[src/rtl/ccd_tg_pkg.sv]
package ccd_tg_pkg;
    localparam int SLOTS = 4;   // clocks per pixel, fixed by the in-pixel sequence
    localparam int SG_PIX = 4;  // blanking pixel carrying the sensor gate

    typedef struct packed {
        logic h1, h2, rg, shp, shd;
        logic v1, v2a, v2b, v3, sg_a, sg_b, sub;
        logic pblk, pix_valid, ob, clamp, eff_win, rec_win;
    } tg_out_t;

    localparam tg_out_t OUT_IDLE = '{h2: 1'b1, default: 1'b0};
endpackage

[src/rtl/ccd_tg_counter.sv]
module ccd_tg_counter #(
    parameter int H_TOTAL = 1470,
    parameter int V_TOTAL = 1053,
    localparam int HW = $clog2(H_TOTAL),
    localparam int VW = $clog2(V_TOTAL)
) (
    input  logic          clk,
    input  logic          rst,
    output logic [1:0]    nxt_slot,
    output logic [HW-1:0] nxt_px,
    output logic [VW-1:0] nxt_ln,
    output logic          frame_start
);
    localparam logic [HW-1:0] PX_LAST = HW'(H_TOTAL - 1);
    localparam logic [VW-1:0] LN_LAST = VW'(V_TOTAL - 1);

    typedef struct packed {
        logic [1:0]    slot;
        logic [HW-1:0] px;
        logic [VW-1:0] ln;
    } pos_t;

    pos_t pos_d, pos_q;

    always_comb begin
        pos_d = pos_q;
        pos_d.slot = pos_q.slot + 2'd1;
        if (pos_q.slot == 2'd3) begin
            if (pos_q.px == PX_LAST) begin
                pos_d.px = '0;
                pos_d.ln = (pos_q.ln == LN_LAST) ? '0 : pos_q.ln + 1'b1;
            end else begin
                pos_d.px = pos_q.px + 1'b1;
            end
        end
        if (rst) pos_d = '0;
    end

    always_ff @(posedge clk) pos_q <= pos_d;

    assign nxt_slot    = pos_d.slot;
    assign nxt_px      = pos_d.px;
    assign nxt_ln      = pos_d.ln;
    assign frame_start = (pos_d == '0);

    a_r1_line_wrap: assert property (@(posedge clk) disable iff (rst)
        (pos_q.slot == 2'd3 && pos_q.px == PX_LAST) |=> (pos_q.px == '0 && pos_q.slot == 2'd0));
    a_r1_frame_wrap: assert property (@(posedge clk) disable iff (rst)
        (pos_q.slot == 2'd3 && pos_q.px == PX_LAST && pos_q.ln == LN_LAST) |=> (pos_q.ln == '0));
endmodule

[src/rtl/ccd_tg_hdecode.sv]
module ccd_tg_hdecode #(
    parameter int H_BLANK = 16,
    parameter int H_DUMMY = 20,
    parameter int H_OBF   = 2,
    parameter int H_EFF   = 1392,
    parameter int H_OBR   = 40,
    parameter int H_REC   = 1360,
    localparam int H_TOTAL = H_BLANK + H_DUMMY + H_OBF + H_EFF + H_OBR,
    localparam int HW = $clog2(H_TOTAL)
) (
    input  logic [1:0]    slot,
    input  logic [HW-1:0] px,
    output logic          h1,
    output logic          h2,
    output logic          rg,
    output logic          shp,
    output logic          shd,
    output logic          hblank,
    output logic          hdummy,
    output logic          hob,
    output logic          clamp,
    output logic          heff,
    output logic          hrec
);
    localparam logic [HW-1:0] F0 = HW'(H_BLANK + H_DUMMY);
    localparam logic [HW-1:0] E0 = HW'(H_BLANK + H_DUMMY + H_OBF);
    localparam logic [HW-1:0] R0 = HW'(H_BLANK + H_DUMMY + H_OBF + H_EFF);
    localparam logic [HW-1:0] C0 = HW'(H_BLANK + H_DUMMY + H_OBF + (H_EFF - H_REC) / 2);
    localparam logic [HW-1:0] C1 = HW'(H_BLANK + H_DUMMY + H_OBF + (H_EFF - H_REC) / 2 + H_REC);
    localparam logic [HW-1:0] B0 = HW'(H_BLANK);

    always_comb begin
        hblank = (px < B0);
        hdummy = !hblank && (px < F0);
        heff   = (px >= E0) && (px < R0);
        clamp  = (px >= R0);
        hob    = ((px >= F0) && (px < E0)) || clamp;
        hrec   = (px >= C0) && (px < C1);
        h1     = !hblank && slot[1];
        h2     = hblank || !slot[1];
        rg     = !hblank && (slot == 2'd0);
        shp    = !hblank && (slot == 2'd1);
        shd    = !hblank && (slot == 2'd3);
    end
endmodule

[src/rtl/ccd_tg_vdecode.sv]
module ccd_tg_vdecode #(
    parameter int H_TOTAL = 1470,
    parameter int H_BLANK = 16,
    parameter int V_DUMMY = 3,
    parameter int V_OBF   = 8,
    parameter int V_EFF   = 1040,
    parameter int V_OBR   = 2,
    parameter int V_REC   = 1024,
    localparam int V_TOTAL = V_DUMMY + V_OBF + V_EFF + V_OBR,
    localparam int HW = $clog2(H_TOTAL),
    localparam int VW = $clog2(V_TOTAL)
) (
    input  logic [HW-1:0] px,
    input  logic [VW-1:0] ln,
    input  logic          hblank,
    input  logic [VW:0]   shut,
    input  logic          sg_on,
    output logic          v1,
    output logic          v2a,
    output logic          v2b,
    output logic          v3,
    output logic          sg_a,
    output logic          sg_b,
    output logic          sub,
    output logic          vdummy,
    output logic          vob,
    output logic          veff,
    output logic          vrec
);
    import ccd_tg_pkg::*;
    localparam logic [VW-1:0] F0 = VW'(V_DUMMY);
    localparam logic [VW-1:0] E0 = VW'(V_DUMMY + V_OBF);
    localparam logic [VW-1:0] R0 = VW'(V_DUMMY + V_OBF + V_EFF);
    localparam logic [VW-1:0] C0 = VW'(V_DUMMY + V_OBF + (V_EFF - V_REC) / 2);
    localparam logic [VW-1:0] C1 = VW'(V_DUMMY + V_OBF + (V_EFF - V_REC) / 2 + V_REC);
    localparam logic [HW-1:0] P_SG  = HW'(SG_PIX);
    localparam logic [HW-1:0] P_SUB = HW'(H_BLANK - 1);

    logic sg_hit;

    always_comb begin
        sg_hit = hblank && sg_on && (ln == '0) && (px == P_SG);
        v1     = hblank && (px == HW'(0));
        v2a    = (hblank && (px == HW'(1) || px == HW'(3))) || sg_hit;
        v2b    = v2a;
        v3     = hblank && (px == HW'(2));
        sg_a   = sg_hit;
        sg_b   = sg_hit;
        sub    = hblank && (px == P_SUB) && ({1'b0, ln} < shut);
        vdummy = (ln < F0);
        vob    = !vdummy && ((ln < E0) || (ln >= R0));
        veff   = (ln >= E0) && (ln < R0);
        vrec   = (ln >= C0) && (ln < C1);
    end
endmodule

[src/rtl/ccd_tg.sv]
module ccd_tg #(
    parameter int H_BLANK = 16,
    parameter int H_DUMMY = 20,
    parameter int H_OBF   = 2,
    parameter int H_EFF   = 1392,
    parameter int H_OBR   = 40,
    parameter int H_REC   = 1360,
    parameter int V_DUMMY = 3,
    parameter int V_OBF   = 8,
    parameter int V_EFF   = 1040,
    parameter int V_OBR   = 2,
    parameter int V_REC   = 1024,
    localparam int H_TOTAL = H_BLANK + H_DUMMY + H_OBF + H_EFF + H_OBR,
    localparam int V_TOTAL = V_DUMMY + V_OBF + V_EFF + V_OBR,
    localparam int HW = $clog2(H_TOTAL),
    localparam int VW = $clog2(V_TOTAL)
) (
    input  logic        clk,
    input  logic        rst,
    input  logic [VW:0] shut_line,
    input  logic        sg_en,
    output logic        h1,
    output logic        h2,
    output logic        rg,
    output logic        shp,
    output logic        shd,
    output logic        v1,
    output logic        v2a,
    output logic        v2b,
    output logic        v3,
    output logic        sg_a,
    output logic        sg_b,
    output logic        sub,
    output logic        pblk,
    output logic        pix_valid,
    output logic        ob,
    output logic        clamp,
    output logic        eff_win,
    output logic        rec_win
);
    import ccd_tg_pkg::*;

    typedef struct packed {
        logic [VW:0] shut;
        logic        sg_on;
        tg_out_t     o;
    } st_t;

    st_t st_d, st_q;

    logic [1:0]    n_slot;
    logic [HW-1:0] n_px;
    logic [VW-1:0] n_ln;
    logic          fs;
    logic hh1, hh2, hrg, hshp, hshd, hblank, hdummy, hob, hclamp, heff, hrec;
    logic vv1, vv2a, vv2b, vv3, vsga, vsgb, vsub, vdummy, vob, veff, vrec;

    ccd_tg_counter #(.H_TOTAL(H_TOTAL), .V_TOTAL(V_TOTAL)) cnt_i (
        .clk(clk), .rst(rst), .nxt_slot(n_slot), .nxt_px(n_px),
        .nxt_ln(n_ln), .frame_start(fs)
    );

    ccd_tg_hdecode #(.H_BLANK(H_BLANK), .H_DUMMY(H_DUMMY), .H_OBF(H_OBF),
                     .H_EFF(H_EFF), .H_OBR(H_OBR), .H_REC(H_REC)) hdec_i (
        .slot(n_slot), .px(n_px), .h1(hh1), .h2(hh2), .rg(hrg), .shp(hshp),
        .shd(hshd), .hblank(hblank), .hdummy(hdummy), .hob(hob),
        .clamp(hclamp), .heff(heff), .hrec(hrec)
    );

    ccd_tg_vdecode #(.H_TOTAL(H_TOTAL), .H_BLANK(H_BLANK), .V_DUMMY(V_DUMMY),
                     .V_OBF(V_OBF), .V_EFF(V_EFF), .V_OBR(V_OBR),
                     .V_REC(V_REC)) vdec_i (
        .px(n_px), .ln(n_ln), .hblank(hblank), .shut(st_q.shut),
        .sg_on(st_q.sg_on), .v1(vv1), .v2a(vv2a), .v2b(vv2b), .v3(vv3),
        .sg_a(vsga), .sg_b(vsgb), .sub(vsub), .vdummy(vdummy), .vob(vob),
        .veff(veff), .vrec(vrec)
    );

    always_comb begin
        st_d = st_q;
        if (rst || fs) begin
            st_d.shut  = shut_line;
            st_d.sg_on = sg_en;
        end
        st_d.o.h1  = hh1;
        st_d.o.h2  = hh2;
        st_d.o.rg  = hrg;
        st_d.o.shp = hshp;
        st_d.o.shd = hshd;
        st_d.o.v1  = vv1;
        st_d.o.v2a = vv2a;
        st_d.o.v2b = vv2b;
        st_d.o.v3  = vv3;
        st_d.o.sg_a = vsga;
        st_d.o.sg_b = vsgb;
        st_d.o.sub  = vsub;
        st_d.o.pblk = hblank;
        st_d.o.pix_valid = !hblank && !hdummy && !vdummy;
        st_d.o.ob      = !hblank && !hdummy && !vdummy && (hob || vob);
        st_d.o.clamp   = hclamp;
        st_d.o.eff_win = heff && veff;
        st_d.o.rec_win = hrec && vrec;
        if (rst) st_d.o = OUT_IDLE;
    end

    always_ff @(posedge clk) st_q <= st_d;

    assign h1 = st_q.o.h1;
    assign h2 = st_q.o.h2;
    assign rg = st_q.o.rg;
    assign shp = st_q.o.shp;
    assign shd = st_q.o.shd;
    assign v1 = st_q.o.v1;
    assign v2a = st_q.o.v2a;
    assign v2b = st_q.o.v2b;
    assign v3 = st_q.o.v3;
    assign sg_a = st_q.o.sg_a;
    assign sg_b = st_q.o.sg_b;
    assign sub = st_q.o.sub;
    assign pblk = st_q.o.pblk;
    assign pix_valid = st_q.o.pix_valid;
    assign ob = st_q.o.ob;
    assign clamp = st_q.o.clamp;
    assign eff_win = st_q.o.eff_win;
    assign rec_win = st_q.o.rec_win;

    a_r2_h_complement: assert property (@(posedge clk) disable iff (rst) h1 != h2);
    a_r2_rg_h1_deep: assert property (@(posedge clk) disable iff (rst) rg |-> !h1);
    a_r2_shd_in_transfer: assert property (@(posedge clk) disable iff (rst) shd |-> h1);
    a_r2_shp_before_transfer: assert property (@(posedge clk) disable iff (rst) shp |=> h1);
    a_r3_blank_idle: assert property (@(posedge clk) disable iff (rst) pblk |-> (!h1 && !rg && !shp && !shd));
    a_r5_gate_on_v2: assert property (@(posedge clk) disable iff (rst) (sg_a || sg_b) |-> (v2a && v2b && pblk));
    a_r6_sweep_in_blank: assert property (@(posedge clk) disable iff (rst) sub |-> (pblk && !eff_win));
    a_r7_ob_valid: assert property (@(posedge clk) disable iff (rst) ob |-> pix_valid);
    a_r8_rec_in_eff: assert property (@(posedge clk) disable iff (rst) rec_win |-> eff_win);
    a_r11_cfg_hold: assert property (@(posedge clk) disable iff (rst) !fs |=> ($stable(st_q.shut) && $stable(st_q.sg_on)));
endmodule

[config.mk]
export PLATFORM = sky130hd
export DESIGN_NAME = ccd_tg
export DESIGN_NICKNAME = d
export VERILOG_FILES = /design/src/rtl/ccd_tg_pkg.sv /design/src/rtl/ccd_tg_counter.sv /design/src/rtl/ccd_tg_hdecode.sv /design/src/rtl/ccd_tg_vdecode.sv /design/src/rtl/ccd_tg.sv
export SDC_FILE = /design/constraint.sdc
export NUM_CORES = 1
export LEC_CHECK = 0
export BUFFER_PORTS_ARGS = -buffer_cell sky130_fd_sc_hd__buf_2
export CAP_MARGIN = 20
export CORE_UTILIZATION = 63
export DETAILED_ROUTE_END_ITERATION = 16
export PLACE_DENSITY_LB_ADDON = 0.3
export REMOVE_ABC_BUFFERS = 1
export SETUP_SLACK_MARGIN = 0.15
export SLEW_MARGIN = 40
export SYNTH_ARGS = -nofsm -noshare
export SYNTH_HDL_FRONTEND = slang
export SYNTH_HIERARCHICAL = 1
export SYNTH_SLANG_ARGS = --single-unit
[constraint.sdc]
create_clock -name clk -period 6.2 [get_ports clk]
set_input_delay 0.62 -clock clk [delete_from_list [all_inputs] [get_ports clk]]
set_output_delay 0.62 -clock clk [all_outputs]
set_load 0.005 [all_outputs]
## Word level (Yosys, flattened, before mapping)

Index checks and enable logic that the tools add are counted.

- Add/sub/neg operators: 3
- $lt $le $gt $ge: 17
- Equal/unequal tests: 10
- Muxes and demuxes: 5
- Reduce and logical (&&, ||, !) cells: 39

Operator list:

| cell | number |
|---|---|
| 11-bit less-than comparator (second input constant) | 4 |
| 11-bit by 6-bit >= comparator with 1-bit output (second input constant) | 3 |
| 11-bit 2-to-1 mux | 3 |
| 1-bit logical AND | 24 |
| 24-bit zero test | 1 |
| 24-bit 2-to-1 mux | 1 |
| 11-bit by 1-bit adder with 11-bit output (second input constant) | 2 |
| 11-bit equality test (second input constant) | 2 |
| 11-bit by 2-bit equality test with 1-bit output (second input constant) | 2 |
| 11-bit >= comparator (second input constant) | 2 |
| 11-bit zero test | 2 |
| 11-bit by 6-bit less-than comparator with 1-bit output (second input constant) | 2 |
| 22-bit 2-to-1 mux | 1 |
| 11-bit by 12-bit less-than comparator with 1-bit output | 1 |
| 11-bit by 1-bit equality test with 1-bit output (second input constant) | 1 |
| 11-bit by 3-bit equality test with 1-bit output (second input constant) | 1 |
| 11-bit by 4-bit equality test with 1-bit output (second input constant) | 1 |
| 11-bit by 4-bit >= comparator with 1-bit output (second input constant) | 1 |
| 11-bit by 5-bit >= comparator with 1-bit output (second input constant) | 1 |
| 11-bit by 2-bit less-than comparator with 1-bit output (second input constant) | 1 |
| 11-bit by 4-bit less-than comparator with 1-bit output (second input constant) | 1 |
| 11-bit by 5-bit less-than comparator with 1-bit output (second input constant) | 1 |
| 1-bit logical OR | 7 |
| 2-bit equality test (second input constant) | 2 |
| other kinds (4) | 7 |

- Register bits after elaboration: 53
- Input port bits: 15
- Output and inout bits: 18
- Logic and storage cells: 95

## Logic depth before layout (Yosys ltp)

Gate-level depths: netlist of run 1.

- Depth in word-level cells: 12
- Mapped depth: 15
- Depth with buffers taken out: 13

## By module

The synthesis of run 1 kept the hierarchy.

Modules (own cells, without submodules):

| module | instances | cells an instance | area each (µm²) | seq. area each (µm²) |
|---|---|---|---|---|
| ccd_tg_counter | 1 | 171 | 1,412.6 | 480.5 |
| ccd_tg | 1 | 53 | 900.9 | 750.7 |
| ccd_tg_vdecode | 1 | 70 | 488.0 | 0.0 |
| ccd_tg_hdecode | 1 | 27 | 190.2 | 0.0 |

## Worst setup path before layout of run 1

Ideal clock, no wire load.

- Kind: reg-to-reg
- Start point: reg cnt_i/pos_q[14] (netlist name)
- End point: reg st_q, in the netlist sub
- Setup time: 0.058 ns
- Arrival time: 3.582 ns
- Data required time: 6.142 ns
- Path slack: 2.560 ns
- Cell stages (with the launch flop): 14
- Buffers on the path: 2
- Clock period less this slack: 3.640 ns
- Cells stage by stage: dfxtp_1 buf_2 nand4_1 nor3_1 or2_2 clkbuf_1 nor2_1 or4_4 nor4_4 nor4b_2 nand2_1 or4_1 a211oi_2 and2b_1

- Cells in the longest elaborated chain, start to end: 7
- Elaborated cells between the ends (all ways): 11
- Classes of those cells: 1 x add/sub; 2 x order compare; 2 x eq/ne; 4 x mux; 2 x reduce/logical

RTL lines:

| element | line | source |
|---|---|---|
| start: declaration | ccd_tg_counter.sv:23 | `pos_t pos_d, pos_q;` |
| start signal: assignment | ccd_tg_counter.sv:39 | `always_ff @(posedge clk) pos_q <= pos_d;` |
| 11-bit by 1-bit adder with 11-bit output / 11-bit equality test (equally long branches) | ccd_tg_counter.sv:33, ccd_tg_counter.sv:29 |  |
| 11-bit 2-to-1 mux * | ccd_tg_counter.sv:29 | `if (pos_q.px == PX_LAST) begin` |
| 22-bit 2-to-1 mux * | ccd_tg_counter.sv:28 | `if (pos_q.slot == 2'd3) begin` |
| 24-bit 2-to-1 mux * | ccd_tg_counter.sv:36 | `if (rst) pos_d = '0;` |
| net n_px[7] | ccd_tg.sv:52 | `logic [HW-1:0] n_px;` |
| 11-bit by 5-bit less-than comparator with 1-bit output * | ccd_tg_hdecode.sv:33 | `hblank = (px < B0);` |
| net hblank | ccd_tg.sv:55 | `logic hh1, hh2, hrg, hshp, hshd, hblank, hdummy, hob, hclamp, heff, hrec;` |
| 1-bit logical AND * (2 in a row) | ccd_tg_vdecode.sv:49 | `sub = hblank && (px == P_SUB) && ({1'b0, ln} < shut);` |
| net vsub | ccd_tg.sv:56 | `logic vv1, vv2a, vv2b, vv3, vsga, vsgb, vsub, vdummy, vob, veff, vrec;` |
| end signal: assignment | ccd_tg.sv:106 | `always_ff @(posedge clk) st_q <= st_d;` |
| end: declaration | ccd_tg.sv:49 | `st_t st_d, st_q;` |

Mark *: on every way through the listed nets, which the timed path passes. The rest lies on a longest branch.
A chain may end at the register's enable or synchronous reset.

## Worst setup path in the final report of run 1

- Start point: reg cnt_i/pos_q[22] (netlist name)
- End point: reg st_q, in the netlist sub

- Elaborated cells between the ends (all ways): 8
- Classes of those cells: 2 x order compare; 2 x eq/ne; 2 x mux; 2 x reduce/logical

RTL lines:

| element | line | source |
|---|---|---|
| 2-bit equality test | ccd_tg_counter.sv:28 |  |
| 22-bit 2-to-1 mux | ccd_tg_counter.sv:28 |  |
| 24-bit 2-to-1 mux | ccd_tg_counter.sv:36 |  |
| net n_ln[10] | ccd_tg.sv:53 | `logic [VW-1:0] n_ln;` |
| 11-bit by 12-bit less-than comparator with 1-bit output | ccd_tg_vdecode.sv:49 |  |
| 1-bit logical AND | ccd_tg_vdecode.sv:49 |  |
| net vsub | ccd_tg.sv:56 |  |

The timed path passes the listed nets, and every way through them passes these cells.

==> reports/metrics.sh, run 1 <==
DIE_W_UM=70.9
GRT_ANTENNA_BEFORE_REPAIR=0
TRITONCTS='built'
CRITICAL_PATH.TOP_DELAY_FAMILY='simple AND/OR/NAND/NOR gates'
AVGVIACOUNTPERCELL=6.04
VIAS=2422
SYNTH_ASYNC_SR_FLOP_SHARE_PCT=0
FINAL_LAYOUT_SIZE_SUFFIX_GT1_SHARE_PCT=16.3
CRITPATHSLOWESTCELL='sky130_fd_sc_hd__or4_1'
TRITONCTS_NUM_SINKS=55
PLACEMENT_ROW_COUNT=24
WORST_EP_REQUIRED_TIME_NS=6.46
FINAL_CORE_UTIL_PCT=72.9
DESIGN_POWER_TOTAL_uW=631
OUTCOME='finished, final reports clean'
TIMING.CRITICAL_PATH.FANOUT_MAX=14
LARGEST_INCREMENTAL_DELAY_ON_THE_CRITICAL_PATH_NS=0.65
GRT_MAX_DEGREE=34
CTS-HTREE-LEVELS=2
VDD_IR_DROP_MAX_uV=192
DIE_AREA_SQ_MM=0.00503
SETUP.REG_TO_REG.WORST_SLACK_NS=2.22
SYN_AVG_CELL_AREA_SQ_UM=9.32
TOP_LEVEL_PORTS=33
CLK_TRANSITION_REPORTED_PATHS_NS=0.09
WORSTPATHARRIVAL_NS=4.24
MAX-SLEW-MARGIN-REL_PCT=51.2
REG2REGPATHDEPTH=11
PLACEABLECOREAREA_SQ_MM=0.00444
PLACE.GP.CONGESTION=0.889
TOP_USAGE_LAYER_GRT='met2'
POWER.DENSITY_mW_PER_MM2=195
TIMING_HOLD_VIOLATIONS_FINAL=0
SYNTHTOLAYOUTAREAGROWTH_PCT=8.32
SYNTH.MUX.AREA_FRACTION_PCT=0.711
POST_CTS_HOLD_BUFFER_COUNT=0
WORSTSETUPSTARTPOINT='cnt_i/pos_q[22]$_DFF_P_'
DIE_HEIGHT_UM=70.9
PORT-BUFFER-COUNT=32
MAX_CAPACITANCE_VIOLATION_COUNT=0
SYNTH-ADDER-AREA-SHARE_PCT=6.27
SYNTH_TOP_FLOP_CELL='sky130_fd_sc_hd__dfxtp_1'
INITIAL_CORE_UTIL_PCT=67.3
NUM_ANTENNA_CELLS=0
YOSYSWARNINGS=6
CTSLONGESTPATHBUFFERS=2
SYNTH_AREA_IN_COMPOUND_GATES_PCT=12.8
POST_DP_HPWL_UM=4520
CTS-ROOT-BUF='sky130_fd_sc_hd__clkbuf_8'
SYNTH_CELLS=321
ROUTEDWLPERCELL_UM=15.4
DRC=0
COMBINATIONAL_FAMILY_WITH_THE_MOST_AREA_AFTER_SYNTHESIS='simple AND/OR/NAND/NOR gates'
LEAKAGE_uW=0.00135
GRT.TOTAL_USAGE_PCT=26.6
SYNTHDISTINCTLIBCELLS=66
TOTAL_NUMBER_OF_CELLS_ALONG_THE_WORST_SETUP_PATH=11
RR_STARTPOINT='cnt_i/pos_q[22]$_DFF_P_'
FINAL_LAYOUT_NET_COUNT=378
TIMING.FINAL.MAX_SLEW_VIOLATIONS=0
FINAL_MIN_PERIOD_OVER_CLOCK_PERIOD_PCT=64.2
POST_SYNTH_INSTANCE_AREA_SQ_MM=0.00299
YS_SEQ_ELEMENTS=55
HOLDCRITPATHCLASS='in2reg'
STARTPOINT_TYPE_OF_THE_WORST_SETUP_PATH='flip-flop'
CTS_INSERTED_BUFFERS=5
DPL.CELL_COUNT=393
STDCELL_COUNT=401
CRIT_BUF_INV=0
OVERFLOW=0
SETUP.WORST_PATH.CLASS='reg2reg'
PLACEDINSTANCEAREA_SQ_MM=0.00316
WORST_R2R_ENDPOINT='sub$_SDFF_PP0_'
CELL_AREA_AFTER_LAYOUT_SQ_MM=0.00324
VIAS_IN_THE_FIRST_GLOBAL_ROUTE=2278
FINALSETUPVIOLCOUNT=0
POST_SYNTH_AND_OR_NAND_NOR_AREA_FRACTION_PCT=30.9
MET3_TRACK_UTILIZATION_FROM_GLOBAL_ROUTING_PCT=3.42
DRT_ITER0_DRC=309
FRACTION_OF_THE_YOSYS_AREA_TAKEN_BY_SEQUENTIAL_CELLS_PCT=41.2
WIRELENGTH_UM=6160
GRT_SETUP_UNREPAIRED='false'
FIRST_PASS_GRT_WIRE_LENGTH_UM=10400
SYNTH_XOR_AREA_SHARE_PCT=3.81
CRIT_PATH_END_KIND='flip-flop'
POST_CTS_SETUP_BUFFER_COUNT=0
CLKLATENCYLATEPIN_NS=0.30
CRIT_CHAIN='ha_1 > nor3b_1 > nand3_1 > or4_1 > a21oi_1 > ha_1 > a21oi_1 > a21oi_1 > or4_1 > a211oi_2 > and2b_1'
INITIAL_DRT_PASS_ITERATIONS=5
CLOCK.FMAX_MHz=251
GRT.MET2_USAGE_PCT=43.2
CP-ENDPOINT='sub$_SDFF_PP0_'
TIMING.CLOCK.SKEW_NS=0.00760
POST_SYNTH_EDFFS=13
GR-USAGE-MET1_PCT=36.4
DRTANTENNAVIOLNETS=0
CTSRESIZECOUNT=0
PERIOD_MINUS_SLACK_NS=3.98
SETUP_TNS_NS=0
CRITPATHMOSTFREQUENTCELL='sky130_fd_sc_hd__a21oi_1'
WORST_PIN_SLEW_NS=0.729
-- registers in the layout, summed over array words and instances, names as in the netlist --
register	flops
eff_win	1
shp	1
sg_a	1
st_q	13
v3	1
h2	1
ob	1
shd	1
pblk	1
clamp	1
v1	1
v2a	1
pix_valid	1
sub	1
rec_win	1
rg	1
sg_b	1
cnt_i/pos_q	24
h1	1
v2b	1
-- power by group --
group / total (uW) / internal [uW] / switching (uW) / leakage [uW]
sequential: 387 / 381 / 5.82 / 0.000472
combinational: 55.5 / 22.2 / 33.3 / 0.000835
clock: 189 / 79.5 / 109 / 0.0000455
total: 631 / 483 / 148 / 0.00135
-- synth_stat cells, drive strengths merged (7+ instances only) --
cell type,n,area share [%]
inv,19,2.4
nor2,40,5.0
edfxtp,13,13
nand3,14,2.3
nand2,19,2.4
nand4,8,1.7
a21oi,16,2.8
ha,15,6.3
dfxtp,42,28
nor3,10,2.0
nor4,9,4.0
nor2b,12,2.5
buf,7,1.4
xor2,7,2.0
-- final cells by class --
cell class                      instances  area, sq um
Multi-Input combinational cell        235         1630
Inverter                               19         71.3
Tap cell                               52         65.1
Timing Repair Buffer                   32          160
Fill cell                             329         1200
Clock buffer                            6         72.6
Sequential cell                        55         1230
Clock inverter                          2         11.3
-- cells by family (layout without fill, tap and decap cells) --
kind of cell	after synthesis	count (layout)
adder cells (fa/ha/maj)	15	15
AND/OR/NAND/NOR	153	153
buffers and inverters	31	59
AO/OA/AOI/OAI	52	52
XOR/XNOR	13	13
flip-flops	55	55
multiplexers	2	2
-- per-layer routing --
| metal | part of all wire [%] | vias up |
|---|---|---|
| met4 | 2.0 | 0 |
| met3 | 5.3 | 13 |
| met1 | 45 | 1110 |
| li1 | - | 1214 |
| met2 | 47 | 85 |
| met5 | 0 | - |
-- stage by stage --
stage | setup slack, ns | hold slack, ns
3_5_place_dp | 2.24 | 0.510
4_1_cts | 2.23 | 0.477
6_report | 2.22 | 0.486
2_1_floorplan | 2.74 | 0.442
5_1_grt | 1.88 | 0.471
3_3_place_gp | 2.43 | 0.483
-- cells in the final DEF (no fill, tap or decap), types with 2 or more instances in the layout --
| master | synthesis | layout |
|---|---|---|
| sky130_fd_sc_hd__dfxtp_1 | 42 | 42 |
| sky130_fd_sc_hd__nor2_1 | 40 | 40 |
| sky130_fd_sc_hd__buf_2 | 3 | 32 |
| sky130_fd_sc_hd__nand2_1 | 19 | 19 |
| sky130_fd_sc_hd__inv_1 | 19 | 19 |
| sky130_fd_sc_hd__a21oi_1 | 15 | 15 |
| sky130_fd_sc_hd__ha_1 | 15 | 15 |
| sky130_fd_sc_hd__nand3_1 | 14 | 14 |
| sky130_fd_sc_hd__edfxtp_1 | 13 | 13 |
| sky130_fd_sc_hd__nor2b_1 | 12 | 12 |
| sky130_fd_sc_hd__nor3_1 | 9 | 9 |
| sky130_fd_sc_hd__nand4_1 | 8 | 8 |
| sky130_fd_sc_hd__xor2_1 | 7 | 7 |
| sky130_fd_sc_hd__xnor2_1 | 6 | 6 |
| sky130_fd_sc_hd__clkbuf_8 | 0 | 5 |
| sky130_fd_sc_hd__o21ai_0 | 5 | 5 |
| sky130_fd_sc_hd__or2_1 | 4 | 4 |
| sky130_fd_sc_hd__and2b_1 | 4 | 4 |
| sky130_fd_sc_hd__nor3b_1 | 4 | 4 |
| sky130_fd_sc_hd__or4_1 | 4 | 4 |
| sky130_fd_sc_hd__nor4_4 | 3 | 3 |
| sky130_fd_sc_hd__and3_1 | 3 | 3 |
| sky130_fd_sc_hd__nor4_1 | 3 | 3 |
| sky130_fd_sc_hd__o21bai_1 | 3 | 3 |
| sky130_fd_sc_hd__or3_1 | 3 | 3 |
| sky130_fd_sc_hd__nand3b_1 | 3 | 3 |
| sky130_fd_sc_hd__nor4_2 | 3 | 3 |
| sky130_fd_sc_hd__a21o_1 | 3 | 3 |
| sky130_fd_sc_hd__nand4bb_1 | 2 | 2 |
| sky130_fd_sc_hd__and4_1 | 2 | 2 |
| sky130_fd_sc_hd__o31ai_1 | 2 | 2 |
| sky130_fd_sc_hd__a2bb2oi_1 | 2 | 2 |
| sky130_fd_sc_hd__a22oi_1 | 2 | 2 |
| sky130_fd_sc_hd__or4_4 | 2 | 2 |
| sky130_fd_sc_hd__o221ai_1 | 2 | 2 |
| sky130_fd_sc_hd__nand4b_1 | 2 | 2 |
| sky130_fd_sc_hd__nand2b_1 | 2 | 2 |
-- worst min-delay path by stage --
| stage | end | slack [ns] | depth (start not counted) | from |
|---|---|---|---|---|
| 2_1_floorplan | cnt_i/pos_q[22]$_DFF_P_ | 0.44 | 1 | cnt_i/pos_q[22]$_DFF_P_ |
| 3_3_place_gp | cnt_i/pos_q[22]$_DFF_P_ | 0.48 | 1 | cnt_i/pos_q[22]$_DFF_P_ |
| 3_5_place_dp | cnt_i/pos_q[22]$_DFF_P_ | 0.51 | 1 | cnt_i/pos_q[22]$_DFF_P_ |
| 4_1_cts | st_q[26]$_DFFE_PP_ | 0.48 | 1 | shut_line[7] |
| 5_1_grt | st_q[26]$_DFFE_PP_ | 0.47 | 1 | shut_line[7] |
| 6_report | st_q[26]$_DFFE_PP_ | 0.49 | 1 | shut_line[7] |
No activity file was read; power rests on OpenSTA's default activity.
==> inputs of run 2 (changes only) <==
--- a/config.mk
+++ b/config.mk
@@ -5,9 +5,10 @@
 export SDC_FILE = /design/constraint.sdc
 export NUM_CORES = 1
 export LEC_CHECK = 0
+export ABC_AREA = 1
 export BUFFER_PORTS_ARGS = -buffer_cell sky130_fd_sc_hd__buf_2
 export CAP_MARGIN = 20
-export CORE_UTILIZATION = 63
+export CORE_UTILIZATION = 59
 export DETAILED_ROUTE_END_ITERATION = 16
 export PLACE_DENSITY_LB_ADDON = 0.3
 export REMOVE_ABC_BUFFERS = 1
==> constraint.sdc (replaced) <==
create_clock -name clk -period 3.9 [get_ports clk]
set_input_delay 0.39 -clock clk [delete_from_list [all_inputs] [get_ports clk]]
set_output_delay 0.39 -clock clk [all_outputs]
set_load 0.005 [all_outputs]
==> reports/metrics.sh, run 2 <==
OUTCOME='finished, final reports clean'
VIAS=2997  # +24%
POST_CTS_HOLD_BUFFER_COUNT=0  # unchanged
POWER.DENSITY_mW_PER_MM2=275  # +41%
STARTPOINT_TYPE_OF_THE_WORST_SETUP_PATH='flip-flop'
REG2REGPATHDEPTH=17  # +6
TRITONCTS='built'
SYNTHTOPCELLSBYAREA='sky130_fd_sc_hd__dfxtp_1 (25%), sky130_fd_sc_hd__nand2_1 (14%), sky130_fd_sc_hd__inv_1 (12%), sky130_fd_sc_hd__edfxtp_1 (12%), sky130_fd_sc_hd__nor2_1 (8.8%)'
SYNTHTOLAYOUTAREAGROWTH_PCT=8.18
INITIAL_CORE_UTIL_PCT=60.8  # -6.5 points
TOP_REGISTERS='cnt_i/pos_q: 24 flops, st_q: 13 flops'
WORST_EP_REQUIRED_TIME_NS=4.14  # -2.32 ns
DRT_ITER0_DRC=151  # -51%
WORST_R2R_ENDPOINT='sub$_SDFF_PP0_'
RR_STARTPOINT='cnt_i/pos_q[22]$_DFF_P_'
YS_SEQ_ELEMENTS=55  # unchanged
DIE_AREA_SQ_MM=0.00598  # +19%
PORT-BUFFER-COUNT=32  # unchanged
TIMING.FINAL.MAX_SLEW_VIOLATIONS=0  # unchanged
PLACEABLECOREAREA_SQ_MM=0.00551  # +24%
GRT.TOTAL_USAGE_PCT=25.3  # -1.3 points
SYNTH_AREA_LEADER_CELL='sky130_fd_sc_hd__dfxtp_1'
WORST_PIN_SLEW_NS=0.685  # -0.0443 ns
SWITCHING_PART_OF_THE_TOTAL_PCT=23.3  # -0.20 points
DRTANTENNAVIOLNETS=0  # unchanged
SYNTH_LARGEST_TYPE_AREA_FRACTION_PCT=25.1  # -3.0 points
FINALSETUPVIOLCOUNT=0  # unchanged
FIRST_PASS_GRT_WIRE_LENGTH_UM=12100  # +16%
POST_SYNTH_INSTANCE_AREA_SQ_MM=0.00335  # +12%
VDD_IR_DROP_MAX_uV=321  # +68%
SYN_AVG_CELL_AREA_SQ_UM=6.62  # -29%
DIE_W_UM=77.4  # +9.1%
CTS_INSERTED_BUFFERS=5  # unchanged
SETUP_TNS_NS=0  # unchanged
GRT_MAX_DEGREE=23  # -32%
ROUTEDWLPERCELL_UM=11.4  # -26%
PERIOD_MINUS_SLACK_NS=2.97  # -1.02 ns
POST_DP_HPWL_UM=5510  # +22%
CLKLATENCYLATEPIN_NS=0.31  # about the same
AVGVIACOUNTPERCELL=4.91  # -19%
GRT_ANTENNA_BEFORE_REPAIR=0  # unchanged
STDCELL_COUNT=611  # +52%
CTSRESIZECOUNT=0  # unchanged
SHARE_SEQ_OF_TOTAL_POWER_PCT=61.5  # +0.2 points
HOLDCRITSTARTPOINT='shut_line[4]'
PLACE.GP.CONGESTION=0.864  # -2.8%
OVERFLOW=0  # unchanged
SETUP.WORST_PATH.CLASS='reg2reg'
WIRELENGTH_UM=6990  # +14%
FINAL_LAYOUT_SIZE_SUFFIX_GT1_SHARE_PCT=13.0  # -3.3 points
SHARE_COMB_OF_TOTAL_POWER_PCT=8.4  # -0.4 points
HOLDPATHSTAGES=1  # unchanged
VIAS_IN_THE_FIRST_GLOBAL_ROUTE=2836  # +24%
SETUP.REG_TO_REG.WORST_SLACK_NS=0.93  # -1.28 ns
TIMING_HOLD_VIOLATIONS_FINAL=0  # unchanged
CRIT_PATH_END_KIND='flip-flop'
MOSTFREQUENTLAYOUTCELLS='sky130_fd_sc_hd__nand2_1 (122), sky130_fd_sc_hd__inv_1 (109), sky130_fd_sc_hd__nor2_1 (79)'
P_SWITCHING_uW=232  # +56%
POST_SYNTH_EDFFS=13  # unchanged
POWER.CLOCK.FRACTION_PCT=30.1  # +0.2 points
DRC=0  # unchanged
TRITONCTS_NUM_SINKS=55  # unchanged
PLACEMENT_ROW_COUNT=27  # +13%
CTSLONGESTPATHBUFFERS=2  # unchanged
DIE_HEIGHT_UM=77.4  # +9.1%
DPL.CELL_COUNT=603  # +53%
FRACTION_OF_THE_YOSYS_AREA_TAKEN_BY_SEQUENTIAL_CELLS_PCT=36.7  # -4.4 points
LAYOUT.CELLS.MOST_COMMON='sky130_fd_sc_hd__nand2_1'
TOP_REGISTER='cnt_i/pos_q'
CLK_TRANSITION_REPORTED_PATHS_NS=0.09  # about the same
LARGEST_REGISTER_FFS=24  # unchanged
YOSYSWARNINGS=6  # unchanged
INTERNAL_POWER_uW=764  # +58%
TIMING.CLOCK.SKEW_NS=0.00927  # +0.00167 ns
POST_CTS_SETUP_BUFFER_COUNT=0  # unchanged
SYNTH_CELLS=506  # +58%
MAX-SLEW-MARGIN-REL_PCT=54.0  # +2.8 points
DESIGN_POWER_TOTAL_uW=996  # +58%
INITIAL_DRT_PASS_ITERATIONS=4  # -1
GRT_SETUP_UNREPAIRED='false'
HOLDCRITPATHCLASS='in2reg'
MOST_USED_STANDARD_CELLS_IN_THE_SYNTHESIZED_NETLIST='sky130_fd_sc_hd__nand2_1 (122), sky130_fd_sc_hd__inv_1 (109), sky130_fd_sc_hd__nor2_1 (79), sky130_fd_sc_hd__dfxtp_1 (42), sky130_fd_sc_hd__nand3_1 (41)'
CTS-ROOT-BUF='sky130_fd_sc_hd__clkbuf_8'
FINAL_CORE_UTIL_PCT=65.8  # -7.1 points
FINAL_LAYOUT_NET_COUNT=568  # +50%
TIMING.CRITICAL_PATH.FANOUT_MAX=16  # +2
CLOCK.FMAX_MHz=337  # +34%
YOSYSMOSTFREQUENTCELL='sky130_fd_sc_hd__nand2_1'
FINAL_MIN_PERIOD_OVER_CLOCK_PERIOD_PCT=76.1  # +12 points
TOP_LEVEL_PORTS=33  # unchanged
SYNTH_ASYNC_SR_FLOP_SHARE_PCT=0  # unchanged
LEAKAGE_uW=0.00194  # +44%
MAX_CAPACITANCE_VIOLATION_COUNT=0  # unchanged
SYNTH_TOP_FLOP_CELL='sky130_fd_sc_hd__dfxtp_1'
TIMING.HOLD.WORST_ENDPOINT='st_q[23]$_DFFE_PP_'
NUM_ANTENNA_CELLS=0  # unchanged
WORSTPATHARRIVAL_NS=3.21  # -1.03 ns
SYNTHDISTINCTLIBCELLS=34  # -48%
CTS-HTREE-LEVELS=2  # unchanged
-- run 2: cell types whose count changed after synthesis, moves of 5 or more --
cell	change
sky130_fd_sc_hd__xor2_1	-5
sky130_fd_sc_hd__nor2b_1	-12
sky130_fd_sc_hd__inv_1	+90
sky130_fd_sc_hd__nor2_2	+12
sky130_fd_sc_hd__xnor2_1	-6
sky130_fd_sc_hd__nand3_1	+27
sky130_fd_sc_hd__a21oi_1	-6
sky130_fd_sc_hd__nor2_1	+39
sky130_fd_sc_hd__nand2_1	+103
sky130_fd_sc_hd__nand2_2	+6
-- run 2: final cells by class --
type                       count  area [sq um]
fill                         484          1880
sequential                    55          1230
clock inverter                 1          5.00
inverter                     115           444
timing repair buffer          33           168
clock buffer                   7          77.6
tap                           72          90.1
multi-input combinational    328          1610
-- run 2: worst max path at each step --
stage | slack (ns) | from | endpoint
final | 0.93 | cnt_i/pos_q[22]$_DFF_P_ | sub$_SDFF_PP0_
after global routing | 0.66 | cnt_i/pos_q[22]$_DFF_P_ | sub$_SDFF_PP0_
after CTS | 0.96 | cnt_i/pos_q[22]$_DFF_P_ | sub$_SDFF_PP0_
after detailed placement | 0.98 | cnt_i/pos_q[22]$_DFF_P_ | sub$_SDFF_PP0_
after global placement | 1.11 | cnt_i/pos_q[22]$_DFF_P_ | sub$_SDFF_PP0_
after floorplan | 1.52 | cnt_i/pos_q[22]$_DFF_P_ | st_q[18]$_DFFE_PP_
-- run 2: per-layer routing --
layer	wire length (um)	global-route usage (%)	part of all wire (%)
met5	0	0	0
met4	95	9.43	1.4
met3	337	3.76	4.8
met2	3280	43.3	47
met1	3280	32.1	47
-- run 2: per-stage QoR --
stage / hold WS [ns] / cell area [sq um] / setup slack (ns)
CTS: 0.249 / 3620 / 0.962
global placement: 0.446 / 3540 / 1.11
global route: 0.245 / 3620 / 0.662
detailed placement: 0.456 / 3540 / 0.984
finish: 0.250 / 3620 / 0.932
floorplan: 0.429 / 3280 / 1.52
-- run 2: cell families after synthesis --
logic type / count (synthesis) / synth area share [%]
AND/OR/NAND/NOR: 290 / 38.7
buffers and inverters: 123 / 15.2
XOR/XNOR: 2 / 0.523
flip-flops: 55 / 36.7
adder cells (fa/ha/maj): 15 / 5.60
AO/OA/AOI/OAI: 21 / 3.21
-- run 2: worst max-delay path, cell delays in order (launching register included) --
cell and delay [ns]:
sky130_fd_sc_hd__dfxtp_1 0.34, sky130_fd_sc_hd__ha_1 0.55, sky130_fd_sc_hd__nand4_4 0.36, sky130_fd_sc_hd__nand2_4 0.23, sky130_fd_sc_hd__inv_2 0.06, sky130_fd_sc_hd__nand2_1 0.07
sky130_fd_sc_hd__inv_1 0.10, sky130_fd_sc_hd__nor2_2 0.13, sky130_fd_sc_hd__nand2_2 0.10, sky130_fd_sc_hd__nor2_4 0.19, sky130_fd_sc_hd__inv_1 0.08, sky130_fd_sc_hd__nor2_1 0.13
sky130_fd_sc_hd__nand3_1 0.08, sky130_fd_sc_hd__nor2_1 0.15, sky130_fd_sc_hd__nand3_1 0.08, sky130_fd_sc_hd__nor2_1 0.12, sky130_fd_sc_hd__inv_1 0.05, sky130_fd_sc_hd__nor2_1 0.08
-- run 2: power by group through the flow --
stage | logic, uW | registers, uW | clock network [uW]
5_1_grt | 97.1 | 615 | 323
3_3_place_gp | 80.4 | 625 | 0
4_1_cts | 84.0 | 613 | 303
3_5_place_dp | 83.6 | 626 | 0
2_1_floorplan | 54.6 | 624 | 0
6_report | 83.7 | 613 | 299
